### src/rtl/cfg_bank_pkg.sv
package cfg_bank_pkg;

  localparam int BYTE_W = 8;

  // Power-up content of every byte, shared by shadow and active copies.
  function automatic logic [BYTE_W-1:0] reset_value(int unsigned addr);
    return BYTE_W'(addr) ^ 8'h25;
  endfunction

  // True when addr lies in [base, base+count).
  function automatic bit in_span(int unsigned addr, int unsigned base,
                                 int unsigned count);
    return (addr >= base) && (addr < base + count);
  endfunction

  // Byte actually stored by a commit control after a write.
  function automatic logic [BYTE_W-1:0] ctrl_store(logic [BYTE_W-1:0] data,
                                                    int unsigned bitpos,
                                                    bit self_clear);
    logic [BYTE_W-1:0] mask;
    mask = BYTE_W'(1) << bitpos;
    return self_clear ? (data & ~mask) : data;
  endfunction

endpackage

### src/rtl/cfg_stage_group.sv
module cfg_stage_group
  import cfg_bank_pkg::*;
#(
  parameter int BASE   = 22,
  parameter int COUNT  = 8,
  parameter int ADDR_W = 6
) (
  input  logic                      clk,
  input  logic                      rst_n,
  input  logic                      wr_en,
  input  logic [ADDR_W-1:0]         wr_addr,
  input  logic [BYTE_W-1:0]         wr_data,
  input  logic                      commit,
  output logic [COUNT*BYTE_W-1:0]   stage_q,
  output logic [COUNT*BYTE_W-1:0]   active_q
);

  for (genvar i = 0; i < COUNT; i++) begin : g_byte
    localparam int ADDR = BASE + i;
    logic hit;
    assign hit = wr_en && (wr_addr == ADDR_W'(ADDR));

    // Shadow byte: loaded by writes only.
    always_ff @(posedge clk or negedge rst_n) begin
      if (!rst_n)   stage_q[i*BYTE_W +: BYTE_W] <= reset_value(ADDR);
      else if (hit) stage_q[i*BYTE_W +: BYTE_W] <= wr_data;
    end

    // Active byte: loaded from shadow only on commit, all bytes together.
    always_ff @(posedge clk or negedge rst_n) begin
      if (!rst_n)      active_q[i*BYTE_W +: BYTE_W] <= reset_value(ADDR);
      else if (commit) active_q[i*BYTE_W +: BYTE_W] <= stage_q[i*BYTE_W +: BYTE_W];
    end
  end

endmodule

### src/rtl/cfg_commit_ctrl.sv
module cfg_commit_ctrl
  import cfg_bank_pkg::*;
#(
  parameter int ADDR       = 30,
  parameter int ADDR_W     = 6,
  parameter int BITPOS     = 7,
  parameter bit SELF_CLEAR = 1'b1
) (
  input  logic              clk,
  input  logic              rst_n,
  input  logic              wr_en,
  input  logic [ADDR_W-1:0] wr_addr,
  input  logic [BYTE_W-1:0] wr_data,
  output logic [BYTE_W-1:0] ctrl_q,
  output logic              commit
);

  logic hit;
  assign hit = wr_en && (wr_addr == ADDR_W'(ADDR));

  if (SELF_CLEAR) begin : g_pulse
    // Any write with the bit set fires; the bit is never kept.
    assign commit = hit && wr_data[BITPOS];
  end else begin : g_edge
    // Fires only on a 0 -> 1 change of the stored bit.
    assign commit = hit && wr_data[BITPOS] && !ctrl_q[BITPOS];
  end

  always_ff @(posedge clk or negedge rst_n) begin
    if (!rst_n)   ctrl_q <= ctrl_store(reset_value(ADDR), BITPOS, 1'b1);
    else if (hit) ctrl_q <= ctrl_store(wr_data, BITPOS, SELF_CLEAR);
  end

endmodule

### src/rtl/cfg_plain_regs.sv
module cfg_plain_regs
  import cfg_bank_pkg::*;
#(
  parameter int NREGS   = 64,
  parameter int ADDR_W  = 6,
  parameter int A_BASE  = 22,
  parameter int A_COUNT = 8,
  parameter int A_CTRL  = 30,
  parameter int B_BASE  = 34,
  parameter int B_COUNT = 2,
  parameter int B_CTRL  = 36
) (
  input  logic                    clk,
  input  logic                    rst_n,
  input  logic                    wr_en,
  input  logic [ADDR_W-1:0]       wr_addr,
  input  logic [BYTE_W-1:0]       wr_data,
  output logic [NREGS*BYTE_W-1:0] plain_q
);

  for (genvar i = 0; i < NREGS; i++) begin : g_reg
    localparam bit PLAIN = !in_span(i, A_BASE, A_COUNT) && !in_span(i, B_BASE, B_COUNT)
                           && (i != A_CTRL) && (i != B_CTRL);
    if (PLAIN) begin : g_ff
      always_ff @(posedge clk or negedge rst_n) begin
        if (!rst_n)
          plain_q[i*BYTE_W +: BYTE_W] <= reset_value(i);
        else if (wr_en && wr_addr == ADDR_W'(i))
          plain_q[i*BYTE_W +: BYTE_W] <= wr_data;
      end
    end else begin : g_zero
      // Zero so the top can merge overlays with a plain OR.
      assign plain_q[i*BYTE_W +: BYTE_W] = '0;
    end
  end

endmodule

### src/rtl/cfg_commit_bank.sv
module cfg_commit_bank
  import cfg_bank_pkg::*;
#(
  parameter int NREGS   = 64,
  parameter int A_BASE  = 22,
  parameter int A_COUNT = 8,
  parameter int A_CTRL  = 30,
  parameter int B_BASE  = 34,
  parameter int B_COUNT = 2,
  parameter int B_CTRL  = 36,
  parameter int BITPOS  = 7,
  localparam int ADDR_W = $clog2(NREGS)
) (
  input  logic                    clk,
  input  logic                    rst_n,
  input  logic                    wr_en,
  input  logic [ADDR_W-1:0]       wr_addr,
  input  logic [7:0]              wr_data,
  input  logic [ADDR_W-1:0]       rd_addr,
  output logic [7:0]              rd_data,
  output logic [NREGS*8-1:0]      active_cfg
);

  localparam int TOT_W = NREGS * BYTE_W;

  // Named internal events, observed by the bound checker.
  logic                        commit_a, commit_b;
  logic [BYTE_W-1:0]           ctrl_a_q, ctrl_b_q;
  logic [A_COUNT*BYTE_W-1:0]   stage_a, act_a;
  logic [B_COUNT*BYTE_W-1:0]   stage_b, act_b;
  logic [TOT_W-1:0]            plain_q, overlay, view;

  cfg_plain_regs #(
    .NREGS(NREGS), .ADDR_W(ADDR_W),
    .A_BASE(A_BASE), .A_COUNT(A_COUNT), .A_CTRL(A_CTRL),
    .B_BASE(B_BASE), .B_COUNT(B_COUNT), .B_CTRL(B_CTRL)
  ) u_plain (
    .clk(clk), .rst_n(rst_n), .wr_en(wr_en), .wr_addr(wr_addr),
    .wr_data(wr_data), .plain_q(plain_q)
  );

  cfg_commit_ctrl #(.ADDR(A_CTRL), .ADDR_W(ADDR_W), .BITPOS(BITPOS), .SELF_CLEAR(1'b1))
  u_ctrl_a (
    .clk(clk), .rst_n(rst_n), .wr_en(wr_en), .wr_addr(wr_addr),
    .wr_data(wr_data), .ctrl_q(ctrl_a_q), .commit(commit_a)
  );

  cfg_commit_ctrl #(.ADDR(B_CTRL), .ADDR_W(ADDR_W), .BITPOS(BITPOS), .SELF_CLEAR(1'b0))
  u_ctrl_b (
    .clk(clk), .rst_n(rst_n), .wr_en(wr_en), .wr_addr(wr_addr),
    .wr_data(wr_data), .ctrl_q(ctrl_b_q), .commit(commit_b)
  );

  cfg_stage_group #(.BASE(A_BASE), .COUNT(A_COUNT), .ADDR_W(ADDR_W)) u_grp_a (
    .clk(clk), .rst_n(rst_n), .wr_en(wr_en), .wr_addr(wr_addr),
    .wr_data(wr_data), .commit(commit_a), .stage_q(stage_a), .active_q(act_a)
  );

  cfg_stage_group #(.BASE(B_BASE), .COUNT(B_COUNT), .ADDR_W(ADDR_W)) u_grp_b (
    .clk(clk), .rst_n(rst_n), .wr_en(wr_en), .wr_addr(wr_addr),
    .wr_data(wr_data), .commit(commit_b), .stage_q(stage_b), .active_q(act_b)
  );

  // Build the overlay (non-plain bytes) and the readback view per address.
  for (genvar i = 0; i < NREGS; i++) begin : g_map
    if (in_span(i, A_BASE, A_COUNT)) begin : g_a
      assign overlay[i*BYTE_W +: BYTE_W] = act_a[(i-A_BASE)*BYTE_W +: BYTE_W];
      assign view[i*BYTE_W +: BYTE_W]    = stage_a[(i-A_BASE)*BYTE_W +: BYTE_W];
    end else if (in_span(i, B_BASE, B_COUNT)) begin : g_b
      assign overlay[i*BYTE_W +: BYTE_W] = act_b[(i-B_BASE)*BYTE_W +: BYTE_W];
      assign view[i*BYTE_W +: BYTE_W]    = stage_b[(i-B_BASE)*BYTE_W +: BYTE_W];
    end else if (i == A_CTRL) begin : g_ca
      assign overlay[i*BYTE_W +: BYTE_W] = ctrl_a_q;
      assign view[i*BYTE_W +: BYTE_W]    = active_cfg[i*BYTE_W +: BYTE_W];
    end else if (i == B_CTRL) begin : g_cb
      assign overlay[i*BYTE_W +: BYTE_W] = ctrl_b_q;
      assign view[i*BYTE_W +: BYTE_W]    = active_cfg[i*BYTE_W +: BYTE_W];
    end else begin : g_p
      assign overlay[i*BYTE_W +: BYTE_W] = '0;
      assign view[i*BYTE_W +: BYTE_W]    = active_cfg[i*BYTE_W +: BYTE_W];
    end
  end

  // Each source is zero outside its own addresses, so OR merges them.
  assign active_cfg = plain_q | overlay;
  assign rd_data    = view[rd_addr*BYTE_W +: BYTE_W];

endmodule

### config.mk
export PLATFORM = sky130hd
export DESIGN_NAME = cfg_commit_bank
export DESIGN_NICKNAME = d
export VERILOG_FILES = /design/src/rtl/cfg_bank_pkg.sv /design/src/rtl/cfg_stage_group.sv /design/src/rtl/cfg_commit_ctrl.sv /design/src/rtl/cfg_plain_regs.sv /design/src/rtl/cfg_commit_bank.sv
export SDC_FILE = /design/constraint.sdc
export NUM_CORES = 1
export LEC_CHECK = 0
export CORE_ASPECT_RATIO = 0.7
export CORE_MARGIN = 2
export CORE_UTILIZATION = 30
export CTS_BUF_LIST = sky130_fd_sc_hd__clkbuf_16
export DETAILED_ROUTE_END_ITERATION = 12
export HOLD_SLACK_MARGIN = 0.15
export PLACE_DENSITY = 0.47
export RECOVER_POWER = 100
export SLEW_MARGIN = 5
export SYNTH_ARGS = -nofsm -noshare
export SYNTH_HDL_FRONTEND = slang
export SYNTH_SLANG_ARGS = --single-unit
### constraint.sdc
create_clock -name clk -period 4.7 [get_ports clk]
set_input_delay 0.94 -clock clk [delete_from_list [all_inputs] [get_ports clk]]
set_output_delay 0.94 -clock clk [all_outputs]
set_load 0.01 [all_outputs]
==> metrics.md <==
| Metric | Value |
|---|---|
| Async set or reset register ratio after synthesis | 100.0% |
| Pre-CTS WS | -0.1495 ns |
| Seq/Total Area, Yosys | 56.39% |
| Initial antenna violation count | 14 |
| Syn nets | 1691 |
| Post-Syn Area per Cell | 16.03 um2 |
| CP required | 3.76 ns |
| Critical path origin | rd_addr[0] |
| Setup_tns | 0 ns |
| Vias in the first global route | 18.41k |
| Status | complete, but fails checks |
| GP Congestion | 0.8187 |
| Setup Skew | 0.006013 ns |
| Yosys reg bits | 591 |
| Crit. End Element | output port |
| Worst-Margin Slew | 3.015 ns |
| Number of synthesized flops with an enable pin | 0 |
| Nets | 2249 |
| Worst Hold Class | reg2reg |
| Clk Latency, worst-skew pair | 0.63 ns |
| Worst r2r src | u_ctrl_b.ctrl_q[7] |
| Global-route wire length before repair | 149800 um |
| Cell leakage power | 16.38 nW |
| Netlist cell types | 53 |
| Reg clk slew, reported paths | 0.06 ns |
| CTS Buf Count | 61 |
| Clock root buffer | clkbuf_16 |
| Syn Inst Count | 1668 |
| Starting density of the core | 30.30% |
| Die Span Y | 253.8 um |
| Via density | 5.119 |
| Setup-failing EPs final | 0 |
| Antenna viol nets, final | 0 |
| Remaining Overflow, GRT | 0 |
| Slew Limit Fails | 112 |
| Mapped cell area | 0.02674 mm2 |
| Gr usage total | 23.16% |
| Switching Share | 28.89% |
| Fin. Hold Viols | 0 |
| Final min period | 4.568 ns |
| Drt drc | 0 |
| Drt first pass iters | 5 |
| DRT Wirelength | 107400 um |
| Comb pwr share | 20.3% |
| Max Cap Viol | 2 |
| Max-slew headroom | -101.0% |
| CTS tree | done |
| Clock power frac | 33.3% |
| Placed Cells | 3325 |
| Tcrit/Tclk final | 97.18% |
| Core area | 0.08824 mm2 |
| Max Root-Sink Buffers | 3 |
| Int Power | 0.009978 W |
| Main synth FF type | dfrtp_1 |
| Fin worst setup slack | 0.1324 ns |
| Synth Warn # | 0 |
| Share of cells above drive strength 1 | 49.34% |
| Worst Setup Start Kind | primary input |
| RSZ-0062 raised after global routing | no |
| Worst EP arrival | 3.63 ns |
| Hold Startpoint | u_grp_a.active_q[30] |
| Largest net degree at the start of global routing | 105 |
| Drt wl/cell | 31.19 um |
| P per Cell Area | 395.0 mW/mm2 |
| Clk sinks | 591 |
| CP Class | in2out |
| Port-buffer cells | 541 |
| Flop pwr share | 46.4% |
| Die width | 360.8 um |
| HPWL after DPL | 80180 um |
| Maximum vdd drop | 0.0002999 V |
| Fmax | 218.9 MHz |
| Layout Cells excl Fill | 3443 |
| Boundary Pins | 543 |
| Total die area | 0.09157 mm2 |
| Htree depth | 2 |
| DR vias | 17.63k |
| Util after Layout | 40.26% |
| Critical path fanouts, max | 22 |
| Violations in the final reports | max-capacitance violations, max-slew violations |
| Psw | 0.004054 W |
| Final hold slack | 0.4940 ns |
| Area Growth Syn to Fin | 32.87% |
| Iteration-0 DRC Markers | 1057 |
| Rows | 91 |
-- per-layer routing --
layer  wire [um]  vias to the layer above  global-route usage, %
li1            -                     7342                      -
met1       48960                     9629                  32.77
met2       48430                      542                  35.54
met3        8167                      102                  6.681
met4        1763                       10                  4.220
met5          59                        -                      0
-- cells by family (layout without fill, tap and decap cells) --
logic type             after synthesis  count (layout)  synth area share, %
other                                1               4              0.01402
and+or+nand+nor                    147             147                2.742
buffers and inverters              124             734                2.148
DFF                                591             591                56.39
AOI/OAI and AO/OA                   46              46                1.235
muxes                              759             759                37.47
-- placed cells by master (no fill, tap or decap), drive strengths merged, types with 2 or more instances in the layout --
cell type	count
diode	3
o211ai	6
dfrtp	360
nand2	67
mux2i	29
nand2b	7
a21oi	4
clkdlybuf4s50	12
a22oi	7
buf	73
a32oi	4
mux4	134
clkinv	32
clkbuf	81
o311ai	4
nor2b	7
nor3	8
mux2	596
dlygate4sd3	516
bufinv	2
inv	17
nor2	41
o21ai	9
nand3	3
dfstp	231
or2	6
a2111oi	2
o221ai	2
-- Yosys cell counts, types with 2 or more instances --
master     number  area (um2)
nor3_1          7       35.03
dfstp_2       231        6070
o21ai_0         5       25.02
nand2b_1        7       43.79
o311ai_0        4       35.03
a22oi_1         7       52.55
or2_2           5       31.28
mux2_2        588        6621
buf_6           6       67.56
o21ai_1         4       20.02
nor2b_1         7       43.79
buf_1           9       33.78
a2111oi_0       2       17.52
mux2i_1        29       290.3
nor2_2         18       112.6
nand2_2         4       25.02
mux2_1          8       90.09
a32oi_1         4       35.03
o211ai_1        6       45.04
o221ai_1        2       17.52
clkbuf_1       72       270.3
dfrtp_1       360        9009
nand3_1         3       15.01
mux4_2        134        3018
a21oi_1         4       20.02
nor2_1         22       82.58
buf_4           8       60.06
nand2_1        62       232.7
buf_2          26       130.1
-- area by class of cell --
cell class	instances	area, um2
Fill cell	8160	52710
Sequential cell	591	15080
Multi-Input combinational cell	953	11040
Timing Repair Buffer	617	6051
Clock buffer	65	1627
Tap cell	1162	1454
Clock inverter	50	262.8
Inverter	2	7.507
Antenna cell	3	7.507
-- critical path: stages --
cell	delay (ns)
buf_8	0.17
buf_12	0.23
mux4_2	0.60
mux4_2	0.48
o221ai_1	0.47
nand2_1	0.16
clkdlybuf4s50_1	0.52
-- state kept, by name (all words and copies together), names as in the netlist --
| register | cells |
|---|---|
| u_grp_b.active_q | 16 |
| u_grp_b.stage_q | 16 |
| u_grp_a.stage_q | 64 |
| u_ctrl_b.ctrl_q | 8 |
| u_ctrl_a.ctrl_q | 7 |
| u_grp_a.active_q | 64 |
| u_plain.plain_q | 416 |
-- final timing paths --
check / end / slack [ns] / cells after the start
max reg2reg: u_grp_b.active_q[7] / 2.47 / 2
min in group asynchronous: u_plain.plain_q[38] / 1.26 / 1
max in group asynchronous: u_plain.plain_q[402] / 0.54 / 3
min reg2reg: u_grp_a.active_q[30] / 0.49 / 1
max: rd_data[2] / 0.13 / 7
min: u_grp_a.active_q[30] / 0.49 / 1
-- what timing repair did --
| action | CTS | global route |
|---|---|---|
| setup endpoints to repair | 5 | 6 |
| endpoints found under the hold margin | 0 | 0 |
| hold buffers | 0 | 0 |
| buffers inserted | 0 | 0 |
| resized for setup | 6 | 8 |
-- stage by stage --
stage                     cell area, um2  total power, W
after global placement             33790        0.009659
after CTS                          35700         0.01444
after floorplan                    26740        0.007640
after global routing               35520         0.01462
after detailed placement           33790        0.009683
final                              35530         0.01403
-- power groups by stage --
stage	registers, W	clock network [W]	logic (W)
5_1_grt	0.00658	0.00501	0.00303
3_5_place_dp	0.00662	0	0.00307
4_1_cts	0.00654	0.00482	0.00308
6_report	0.00651	0.00468	0.00285
2_1_floorplan	0.00655	0	0.00109
3_3_place_gp	0.00662	0	0.00304
No activity file was read; power rests on OpenSTA's default activity.
